--- src/rtl/bus_arb_pkg.sv ---
package bus_arb_pkg;
  localparam int unsigned NUM_MST = 3;
  localparam int unsigned IDX_W   = $clog2(NUM_MST);

  typedef logic [NUM_MST-1:0] gnt_t;
  typedef logic [IDX_W-1:0]   idx_t;

  localparam idx_t MST_CFG = idx_t'(0);
  localparam idx_t MST_MPU = idx_t'(1);
  localparam idx_t MST_USR = idx_t'(2);

  typedef enum logic [1:0] {
    PRIO_RR     = 2'b00,
    PRIO_MPU    = 2'b01,
    PRIO_USR    = 2'b10,
    PRIO_RR_ALT = 2'b11
  } prio_mode_e;

  function automatic gnt_t idx2gnt(idx_t idx);
    gnt_t g;
    for (int i = 0; i < NUM_MST; i++) g[i] = (idx_t'(i) == idx);
    return g;
  endfunction
endpackage

--- src/rtl/arb_boundary.sv ---
module arb_boundary (
  input  logic ready_i,
  input  logic burst_i,
  input  logic lock_i,
  output logic boundary_o
);
  assign boundary_o = ready_i & ~burst_i & ~lock_i;
endmodule

--- src/rtl/arb_rr_ptr.sv ---
module arb_rr_ptr
  import bus_arb_pkg::*;
(
  input  logic clk_i,
  input  logic rst_ni,
  input  logic upd_i,
  input  idx_t win_i,
  output idx_t ptr_o
);
  idx_t ptr_q;

  always_ff @(posedge clk_i or negedge rst_ni) begin
    if (!rst_ni)    ptr_q <= MST_MPU;
    else if (upd_i) ptr_q <= (win_i == MST_MPU) ? MST_USR : MST_MPU;
  end

  assign ptr_o = ptr_q;

  AST_PTR_HOLD: assert property (@(posedge clk_i) disable iff (!rst_ni)
    !upd_i |=> $stable(ptr_q));
  AST_PTR_AFTER_MPU: assert property (@(posedge clk_i) disable iff (!rst_ni)
    (upd_i && win_i == MST_MPU) |=> (ptr_q == MST_USR));
endmodule

--- src/rtl/arb_select.sv ---
module arb_select
  import bus_arb_pkg::*;
(
  input  gnt_t       req_i,
  input  logic [1:0] prio_mode_i,
  input  idx_t       ptr_i,
  input  idx_t       owner_i,
  output idx_t       win_o
);
  prio_mode_e mode;
  logic       both;

  assign mode = prio_mode_e'(prio_mode_i);
  assign both = req_i[MST_MPU] & req_i[MST_USR];

  always_comb begin
    win_o = owner_i;
    if (req_i[MST_CFG]) begin
      win_o = MST_CFG;
    end else if (both) begin
      unique case (mode)
        PRIO_MPU:            win_o = MST_MPU;
        PRIO_USR:            win_o = MST_USR;
        PRIO_RR, PRIO_RR_ALT: win_o = ptr_i;
        default:             win_o = ptr_i;
      endcase
    end else if (req_i[MST_MPU]) begin
      win_o = MST_MPU;
    end else if (req_i[MST_USR]) begin
      win_o = MST_USR;
    end
  end

  always_comb begin
    if (req_i[MST_CFG]) assert (win_o == MST_CFG);
  end
endmodule

--- src/rtl/bus_arb_top.sv ---
module bus_arb_top
  import bus_arb_pkg::*;
(
  input  logic             clk_i,
  input  logic             rst_ni,
  input  logic [2:0]       req_i,
  input  logic             ready_i,
  input  logic             burst_i,
  input  logic             lock_i,
  input  logic [1:0]       prio_mode_i,
  output logic [2:0]       gnt_o,
  output logic [1:0]       owner_o
);
  logic boundary;
  idx_t win, ptr, owner_q;
  gnt_t gnt_q;
  logic hand_over;

  arb_boundary u_bnd (
    .ready_i(ready_i), .burst_i(burst_i), .lock_i(lock_i), .boundary_o(boundary)
  );

  arb_select u_sel (
    .req_i(req_i), .prio_mode_i(prio_mode_i), .ptr_i(ptr),
    .owner_i(owner_q), .win_o(win)
  );

  assign hand_over = boundary && (win != owner_q);

  arb_rr_ptr u_ptr (
    .clk_i(clk_i), .rst_ni(rst_ni),
    .upd_i(hand_over && (win != MST_CFG)), .win_i(win), .ptr_o(ptr)
  );

  always_ff @(posedge clk_i or negedge rst_ni) begin
    if (!rst_ni) begin
      owner_q <= MST_USR;
      gnt_q   <= idx2gnt(MST_USR);
    end else if (boundary) begin
      owner_q <= win;
      gnt_q   <= idx2gnt(win);
    end
  end

  assign gnt_o   = gnt_q;
  assign owner_o = owner_q;

  AST_GNT_ONEHOT: assert property (@(posedge clk_i) disable iff (!rst_ni)
    $onehot(gnt_q));
  AST_CFG_WINS: assert property (@(posedge clk_i) disable iff (!rst_ni)
    (boundary && req_i[MST_CFG]) |=> gnt_q[MST_CFG]);
  AST_HOLD_OFF_BOUNDARY: assert property (@(posedge clk_i) disable iff (!rst_ni)
    !boundary |=> $stable(gnt_q));
  AST_PARK_IDLE: assert property (@(posedge clk_i) disable iff (!rst_ni)
    (boundary && req_i == '0) |=> $stable(owner_q));
  AST_OWNER_GNT: assert property (@(posedge clk_i) disable iff (!rst_ni)
    gnt_q == (gnt_t'(1) << owner_q));
endmodule

--- config.mk ---
export PLATFORM = sky130hd
export DESIGN_NAME = bus_arb_top
export DESIGN_NICKNAME = d
export VERILOG_FILES = /design/src/rtl/bus_arb_pkg.sv /design/src/rtl/arb_boundary.sv /design/src/rtl/arb_rr_ptr.sv /design/src/rtl/arb_select.sv /design/src/rtl/bus_arb_top.sv
export SDC_FILE = /design/constraint.sdc
export NUM_CORES = 1
export LEC_CHECK = 0
export ABC_AREA = 1
export BUFFER_PORTS_ARGS = -buffer_cell sky130_fd_sc_hd__buf_2
export CAP_MARGIN = 20
export CORE_AREA = 2 2 39 41
export CTS_CLUSTER_DIAMETER = 40
export DETAILED_ROUTE_END_ITERATION = 8
export DIE_AREA = 0 0 41 43
export PLACE_DENSITY = 0.68
export REMOVE_ABC_BUFFERS = 1
export SYNTH_ARGS = -nofsm -noshare
export SYNTH_HDL_FRONTEND = slang
export SYNTH_SLANG_ARGS = --single-unit
--- constraint.sdc ---
create_clock -name clk_i -period 1.5 [get_ports clk_i]
set_input_delay 0.075 -clock clk_i [delete_from_list [all_inputs] [get_ports clk_i]]
set_output_delay 0.075 -clock clk_i [all_outputs]
set_load 0.05 [all_outputs]
==> flow_summary.yaml, run 1 <==
outcome:
  outcome: "finished clean"
timing:
  tightest_slew_ps: 297
  rsz0062_at_grt: "no"
  layout_setup_ws_ps: 138
  maxSlewHeadroom: 0.800
  period_needed_ps: 1360
  setup_viol: 0
  skew_ps: 4.05
  fin_tns_setup_ps: 0
  min_period_over_period: 0.908
  hold_viol: 0
  fmax_mhz: 734
  drv_slew: 0
clocking:
  clk_latency_ps: 250
  post-cts-setup-buffers: 0
  clk_pin_slew_ps: 50
  root_buffer: "clkbuf_4"
  cts_hold_buf: 1
  cts.path.max_buffers: 2
  cts-buffers-inserted: 3
  cts_tree: "yes"
  cts.sinks: 7
  ctsResizeCount: 0
  cts_max_level: 1
critical_path:
  startpoint_type: "register"
  critical-path-max-stage-delay_ps: 550
  cp.arrival_ps: 1500
  slowest_stage: "dfstp_2"
  crit_chain: "nand2_1 > a21oi_2 > nand2_2 > nand2_1 > nand2_1 > nand2_2 > nand2_2 > nand2_1 > nand2_1"
  crit_required_ps: 1640
  crit_top_cell: "nand2_1"
  critical_path.max_fanout: 4
  path_class: "register to register"
  endpoint_kind: "register"
die:
  dieArea_um2: 1760
  die_h_um: 43
  core_um2: 1380
  die_w_um: 41
  ioPinCount: 15
  initial_core_util: 0.347
  row_count: 14
pwr:
  p_leak_uw: 0.000330
  total_power_uw: 656
  p_per_area_nw_per_um2: 1080
  vdd_drop_max_mv: 0.572
logic_synthesis:
  yosysSeqAreaShare: 0.372
  yosys.cell_count.top_type: "nand2_1"
  synth_top_family_by_area: "simple AND/OR/NAND/NOR gates"
  ys.flop_type: "dfrtp_1"
  synthSimpleGateAreaFrac: 0.307
  async_flop_share: 1.00
  synth_top_cells_by_count: "nand2_1 (19), inv_1 (8), inv_2 (6)"
  netlist_area_um2: 480
  ys_types: 19
  synth_compound_area_frac: 0.151
  synthXorXnorAreaFrac: 0
  synth_top_area_share: 0.208
  synth_edf_count: 0
  yosysWarningCount: 0
  synth_seq_cells: 7
  avgSynthCellArea_um2: 7.63
  syn_inst: 63
  synth.area.top_cells: "dfrtp_1 (21%), dfstp_2 (16%), nand2_1 (15%), a21oi_4 (6.8%), nand2_2 (6.5%)"
  synth.mux.area_fraction: 0
  yosys.area_share.adder: 0.0521
  yosys.area.top_type: "dfrtp_1"
place:
  place_inst: 93
  place_congestion: 0.766
  preCtsSetupSlack_ps: 139
  dp_hpwl_um: 689
  port_buffers: 14
cells_and_area:
  layout-drive-gt1-share: 0.439
  area_growth_pct: 26.3
  post-route-util: 0.439
  num-fill-cells: 139
  final_nets: 95
  n_antenna_cell: 0
  instances_no_fill: 98
routing:
  wl_per_cell_um: 8.56
  viasPerCell: 4.45
  drcViolationCount: 0
  via_count: 436
  wl_um: 839
  ant_nets: 0
  first_pass_iters: 2
  drt_iter0_drc: 3
global_route:
  grt_pass1_vias: 340
  grt_start_max_net_pins: 9
  overflow: 0
  grt_pass1_wl_um: 1280
  antenna_found_initial: 0
  grt_util_all_layers: 0.113
min_path:
  hold_class: "input pin to register"
run:
  cap_viol_max_count: 0
==> logic make-up (layout without fill, tap and decap cells) <==
group,count (synthesis),count (layout)
simple gates,31,31
fa+ha+maj,2,2
flops,7,7
compound gates,8,8
buf+inv,15,34
==> routing by layer <==
layer | vias up | track usage | share of wire
met5 | - | 0 | 0
met2 | 15 | 0.156 | 0.41
met4 | 0 | 0.100 | 0.029
met3 | 4 | 0.0314 | 0.075
met1 | 187 | 0.133 | 0.49
li1 | 230 | - | -
==> worst max-delay path, delay by kind of cell, from the launching register on <==
family	cells	cell delay, ps
simple gates	8	550
flops	1	550
compound gates	1	150
==> metrics by stage <==
step           area, um2  hold slack [ps]
6_report             607              111
5_1_grt              607              117
4_1_cts              607              119
3_5_place_dp         571            -82.7
3_3_place_gp         571            -85.6
2_1_floorplan        480             -221
==> path summary, 6_finish.rpt <==
check	slack, ps	to	start	cells past startpoint
min reg2reg	460	u_ptr.ptr_o[0]	u_ptr.ptr_o[0]	2
max	140	u_ptr.ptr_o[1]	owner_o[1]	9
max reg2reg	140	u_ptr.ptr_o[1]	owner_o[1]	9
min	110	owner_o[1]	lock_i	3
max in group asynchronous	1080	u_ptr.ptr_o[0]	rst_ni	2
min in group asynchronous	180	owner_o[0]	rst_ni	2
==> power by group <==
group / switching, uW / internal, uW / total, uW
Clock: 70.2 / 102 / 172
Combinational: 158 / 68.4 / 226
Sequential: 23.3 / 235 / 258
==> cell type report <==
| class | count | area, um2 | area share |
|---|---|---|---|
| Sequential cell | 7 | 179 | 0.295 |
| Inverter | 15 | 56.3 | 0.0928 |
| Timing Repair Buffer | 15 | 80.1 | 0.132 |
| Tap cell | 16 | 20.0 | 0.0330 |
| Multi-Input combinational cell | 41 | 245 | 0.404 |
| Clock buffer | 4 | 26.3 | 0.0433 |
==> cell usage in the layout (no fill, tap or decap) <==
cell type / Yosys / final
inv_2: 6 / 6
nand3_1: 3 / 3
a22o_1: 1 / 1
o21bai_1: 1 / 1
inv_1: 8 / 8
dfrtp_1: 4 / 4
nor3_1: 1 / 1
clkbuf_1: 0 / 1
a21oi_1: 1 / 1
o21ai_1: 2 / 2
nand3_2: 1 / 1
a21oi_4: 2 / 2
nand2_4: 1 / 1
dfstp_2: 3 / 3
dlygate4sd3_1: 0 / 1
clkinv_1: 1 / 1
nand2_2: 5 / 5
nor2_1: 1 / 1
a21oi_2: 1 / 1
buf_2: 0 / 14
clkbuf_4: 0 / 3
ha_1: 2 / 2
nand2_1: 19 / 19
==> registers in the layout (all words and copies together), names as in the netlist <==
register	flops
gnt_o	3
owner_o	2
u_ptr.ptr_o	2
Note: power is estimated with default switching activity, not from simulation.
==> run 2: changes to the inputs <==
--- a/config.mk
+++ b/config.mk
@@ -6,13 +6,14 @@
 export NUM_CORES = 1
 export LEC_CHECK = 0
 export ABC_AREA = 1
+export ABC_CLOCK_PERIOD_IN_PS = 1200
 export BUFFER_PORTS_ARGS = -buffer_cell sky130_fd_sc_hd__buf_2
 export CAP_MARGIN = 20
 export CORE_AREA = 2 2 39 41
 export CTS_CLUSTER_DIAMETER = 40
 export DETAILED_ROUTE_END_ITERATION = 8
 export DIE_AREA = 0 0 41 43
-export PLACE_DENSITY = 0.68
+export PLACE_DENSITY = 0.63
 export REMOVE_ABC_BUFFERS = 1
 export SYNTH_ARGS = -nofsm -noshare
 export SYNTH_HDL_FRONTEND = slang
==> constraint.sdc (replaced) <==
create_clock -name clk_i -period 1.2 [get_ports clk_i]
set_input_delay 0.06 -clock clk_i [delete_from_list [all_inputs] [get_ports clk_i]]
set_output_delay 0.06 -clock clk_i [all_outputs]
set_load 0.05 [all_outputs]
==> run 2 against run 1 <==
The flow now finishes with violations (negative setup slack). Routed wire length rose by 6.2%. Clock skew is 2.9 ps lower. Maximum frequency up 4.6%. Final cell count up 5.1%. Non-clock buffer count increased by 5. Via count is 3.0% higher. Critical endpoint unchanged.
==> flow_summary.yaml, run 2 (synthesized netlist as in run 1, its figures left out) <==
outcome:
  outcome: "finished with violations"
  violations: "negative setup slack"
cells_and_area:
  final_nets: 100
  final_cell_mix: "nand2_1 (18), buf_2 (13), inv_1 (8)"
  area_growth_pct: 36.7
  largest_reg_flops: 3
  n_antenna_cell: 0
  layout-drive-gt1-share: 0.494
  final_common_cell: "nand2_1"
clocking:
  clk_latency_ps: 250
  root_buffer: "clkbuf_4"
  clk_pin_slew_ps: 50
  cts.path.max_buffers: 2
  cts.sinks: 7
  cts-buffers-inserted: 3
  cts_max_level: 1
  cts_tree: "yes"
critical_path:
  crit_required_ps: 1350
  startpoint_type: "register"
  endpoint_kind: "register"
  critical_path.max_fanout: 4
  critical-path-max-stage-delay_ps: 530
  crit_family: "flip-flops"
  crit_chain: "nand2_2 > a21oi_2 > nand2_2 > nand2_1 > nand2_1 > nand2_2 > nand2_2 > nand2_1 > nand2_1"
  slowest_stage: "dfstp_2"
  path_buf_inv: 0
  cp.arrival_ps: 1450
  path_class: "register to register"
die:
  die_w_um: 41
  row_count: 14
  ioPinCount: 15
  initial_core_util: 0.347
  die_h_um: 43
  core_um2: 1380
  dieArea_um2: 1760
routing:
  drt_iter0_drc: 12
  ant_nets: 0
  first_pass_iters: 4
  via_count: 449
  viasPerCell: 4.36
  wl_per_cell_um: 8.65
  wl_um: 891
  drcViolationCount: 0
timing:
  setup_viol: 4
  min_period_over_period: 1.09
  tightest_slew_ps: 289
  holdWs_ps: 85.2
  layout_setup_ws_ps: -103
  drv_slew: 0
  period_needed_ps: 1300
  hold_viol: 0
  rsz0062_at_grt: "yes"
  fmax_mhz: 768
  maxSlewHeadroom: 0.806
  skew_ps: 1.18
  fin_tns_setup_ps: -360
global_route:
  grt_util_all_layers: 0.117
  grt_pass1_wl_um: 1350
  grt_pass1_vias: 384
  antenna_found_initial: 0
  grt_start_max_net_pins: 9
  overflow: 0
pwr:
  vdd_drop_max_mv: 0.629
  p_leak_uw: 0.000355
  total_power_uw: 856
  p_per_area_nw_per_um2: 1300
place:
  dp_hpwl_um: 714
  port_buffers: 14
  place_congestion: 0.768
run:
  cap_viol_max_count: 0
min_path:
  hold_class: "input pin to register"
run 2: cell types whose count changed in the layout (fill, tap and decap cells not counted):
cell     before  now
nor2_1        1    0
buf_4         0    6
buf_2        14   13
nand2_2       5    6
nor2_4        0    1
nand2_1      19   18
run 2: metrics by stage:
| step | cells | utilization | area [um2] | worst slack, ps |
|---|---|---|---|---|
| after floorplan | 63 | - | 480 | -272 |
| after global placement | 97 | 0.434 | 601 | -77.7 |
| after detailed placement | 97 | 0.434 | 601 | -103 |
| after CTS | 102 | 0.464 | 642 | -107 |
| after global routing | 103 | 0.475 | 657 | -208 |
| final | 103 | 0.475 | 657 | -103 |
run 2: worst register-to-register path: stages (launching register included):
cell	delay, ps
dfstp_2	530
nand2_2	50
a21oi_2	150
nand2_2	110
nand2_1	70
nand2_1	60
nand2_2	70
nand2_2	50
nand2_1	50
nand2_1	40
run 2: what timing repair did:
action                     in CTS  in global routing
buffers inserted                0                  1
hold buffers                    1                  0
setup endpoints to repair       5                  5
hold endpoints to repair        7                  0
resized for setup               2                  2
pin swaps                       1                  1
run 2: where the power goes:
| group | switching, uW | total [uW] | internal [uW] |
|---|---|---|---|
| registers | 22.1 | 316 | 294 |
| clock network | 90.5 | 218 | 127 |
| logic | 213 | 323 | 111 |
run 2: worst paths after layout:
kind / start / cells after the start / slack, ps / end
min in group asynchronous: rst_ni / 2 / 160 / gnt_o[1]
hold / removal: lock_i / 3 / 90 / owner_o[1]
setup reg to reg: owner_o[1] / 9 / -100 / u_ptr.ptr_o[1]
hold reg to reg: u_ptr.ptr_o[0] / 2 / 460 / u_ptr.ptr_o[0]
setup / recovery: owner_o[1] / 9 / -100 / u_ptr.ptr_o[1]
max in group asynchronous: rst_ni / 2 / 810 / u_ptr.ptr_o[0]
run 2: layout make-up:
class                   count  area [um2]
clock buffers               4        26.3
fillers                   141         727
inverters                  15        56.3
multi-input cells          41         255
flip-flops and latches      7         179
well taps                  16        20.0
repair buffers             20         120
run 2: routing by layer:
layer / GRT usage / part of all wire
met1: 0.140 / 0.46
met4: 0.0800 / 0.018
met2: 0.172 / 0.44
met3: 0.0314 / 0.077
met5: 0 / 0
==> run 3: changes to the inputs <==
--- a/config.mk
+++ b/config.mk
@@ -7,13 +7,13 @@
 export LEC_CHECK = 0
 export ABC_AREA = 1
 export ABC_CLOCK_PERIOD_IN_PS = 1200
-export BUFFER_PORTS_ARGS = -buffer_cell sky130_fd_sc_hd__buf_2
 export CAP_MARGIN = 20
 export CORE_AREA = 2 2 39 41
 export CTS_CLUSTER_DIAMETER = 40
 export DETAILED_ROUTE_END_ITERATION = 8
 export DIE_AREA = 0 0 41 43
-export PLACE_DENSITY = 0.63
+export DONT_BUFFER_PORTS = 1
+export PLACE_DENSITY = 0.53
 export REMOVE_ABC_BUFFERS = 1
 export SYNTH_ARGS = -nofsm -noshare
 export SYNTH_HDL_FRONTEND = slang
==> run 3 against run 2 <==
The flow still finishes with violations (negative setup slack). Hold slack worse by 74 ps. Clock skew up 0.75 ps. Utilization decreased by 3.4 points. Worst setup slack worse by 17 ps. Maximum frequency fell by 1.3%. Die area unchanged. Largest cell class unchanged. Largest power group is now registers. First-iteration DRC count decreased by 75%.
==> flow_summary.yaml, run 3 (synthesized netlist as in run 1, its figures left out) <==
timing:
  setup_viol: 4
  skew_ps: 1.93
  layout_setup_ws_ps: -120
  hold_viol: 0
  maxSlewHeadroom: 0.783
  rsz0062_at_grt: "yes"
  period_needed_ps: 1320
  tightest_slew_ps: 325
  min_period_over_period: 1.10
  drv_slew: 0
  fmax_mhz: 758
critical_path:
  path_class: "register to register"
  critical_path.max_fanout: 4
  crit_required_ps: 1340
  endpoint_kind: "register"
  crit_path_start: "owner_o[1]"
  r2r-start: "owner_o[1]"
  cp.arrival_ps: 1460
  startpoint_type: "register"
global_route:
  gr-usage-met3: 0.0209
  grt_util_all_layers: 0.114
  use_met2: 0.159
  grt_pass1_wl_um: 1360
  antenna_found_initial: 0
  grt_start_max_net_pins: 9
  met1_usage: 0.150
  overflow: 0
  grt-busiest-layer: "met2"
  grt_pass1_vias: 363
clocking:
  root_buffer: "clkbuf_4"
  post-cts-setup-buffers: 0
  cts-buffers-inserted: 3
  cts_max_level: 1
  clk_pin_slew_ps: 50
  cts.sinks: 7
  clk_latency_ps: 250
  cts.path.max_buffers: 2
  cts_tree: "yes"
place:
  place_inst: 86
  dp_hpwl_um: 695
  preCtsSetupSlack_ps: -111
  port_buffers: 0
  place_congestion: 0.739
pwr:
  p_per_area_nw_per_um2: 1380
  p_leak_uw: 0.000311
  vdd_drop_max_mv: 0.555
routing:
  ant_nets: 0
  wl_per_cell_um: 9.43
  drt_iter0_drc: 3
  first_pass_iters: 2
  via_count: 400
  wl_um: 858
  drcViolationCount: 0
  viasPerCell: 4.40
cells_and_area:
  largest_reg_flops: 3
  final_common_cell: "nand2_1"
  post-route-util: 0.440
  layout-drive-gt1-share: 0.427
  instances_no_fill: 91
  final_nets: 88
  final_cell_mix: "nand2_1 (16), inv_1 (8), nand2_2 (7), buf_4 (7), inv_2 (6)"
  area_growth_pct: 26.8
  n_antenna_cell: 0
die:
  core_um2: 1380
  ioPinCount: 15
  die_h_um: 43
  row_count: 14
  initial_core_util: 0.347
  dieArea_um2: 1760
  die_w_um: 41
outcome:
  violations: "negative setup slack"
  outcome: "finished with violations"
min_path:
  hold_class: "input pin to register"
  min-delay-start: "lock_i"
run:
  cap_viol_max_count: 0
run 3: cell count changes in the layout (fill, tap and decap cells not counted):
cell,delta
nor2_4,-1
a21oi_2,-1
a21oi_4,+1
nand2_4,+1
nand2_1,-2
buf_2,-13
nand2_2,+1
buf_4,+1
nor2_1,+1
run 3: final cells by class:
class | instances | area (um2)
clock buffer | 4 | 26.3
fill | 150 | 774
inverter | 15 | 56.3
multi-input combinational | 41 | 265
sequential | 7 | 179
tap | 16 | 20.0
timing repair buffer | 8 | 62.6
run 3: per-stage QoR:
step | setup TNS (ps) | area (um2) | hold slack, ps | power, uW
6_report | -332 | 609 | 10.7 | 840
5_1_grt | -684 | 609 | 0.717 | 895
2_1_floorplan | -1160 | 480 | -236 | 540
3_3_place_gp | -273 | 553 | -235 | 615
3_5_place_dp | -274 | 553 | -235 | 617
4_1_cts | -363 | 589 | 8.39 | 841
run 3: where the power goes:
group / internal, uW / switching, uW
Combinational: 104 / 207
Clock: 127 / 85.2
Sequential: 294 / 23.4
Total: 524 / 316
run 3: worst max-delay path, cell delays in order, from the launching register on:
cell and delay (ps):
dfstp_2 530, nand2_2 60, a21oi_4 180, nand2_4 90
nand2_2 70, nand2_2 50, nand2_2 80, nand2_2 50
nand2_1 60, nand2_1 40
run 3: path summary, 6_finish.rpt:
check / cells past startpoint / end / slack, ps
min in group asynchronous: 1 / owner_o[0] / 140
hold / removal: 2 / owner_o[1] / 10
setup reg to reg: 9 / u_ptr.ptr_o[1] / -120
hold reg to reg: 2 / u_ptr.ptr_o[0] / 450
max in group asynchronous: 1 / u_ptr.ptr_o[0] / 770
setup / recovery: 9 / u_ptr.ptr_o[1] / -120
run 3: what timing repair did:
action | in CTS | in global routing
resized for setup | 0 | 5
hold endpoints to repair | 7 | 0
setup endpoints to repair | 5 | 6
pin swaps | 0 | 6
hold buffers | 1 | 0
run 3: per-layer routing:
metal,share of wire,vias up
met4,0,0
li1,-,215
met2,0.49,8
met5,0,-
met1,0.46,177
met3,0.047,0
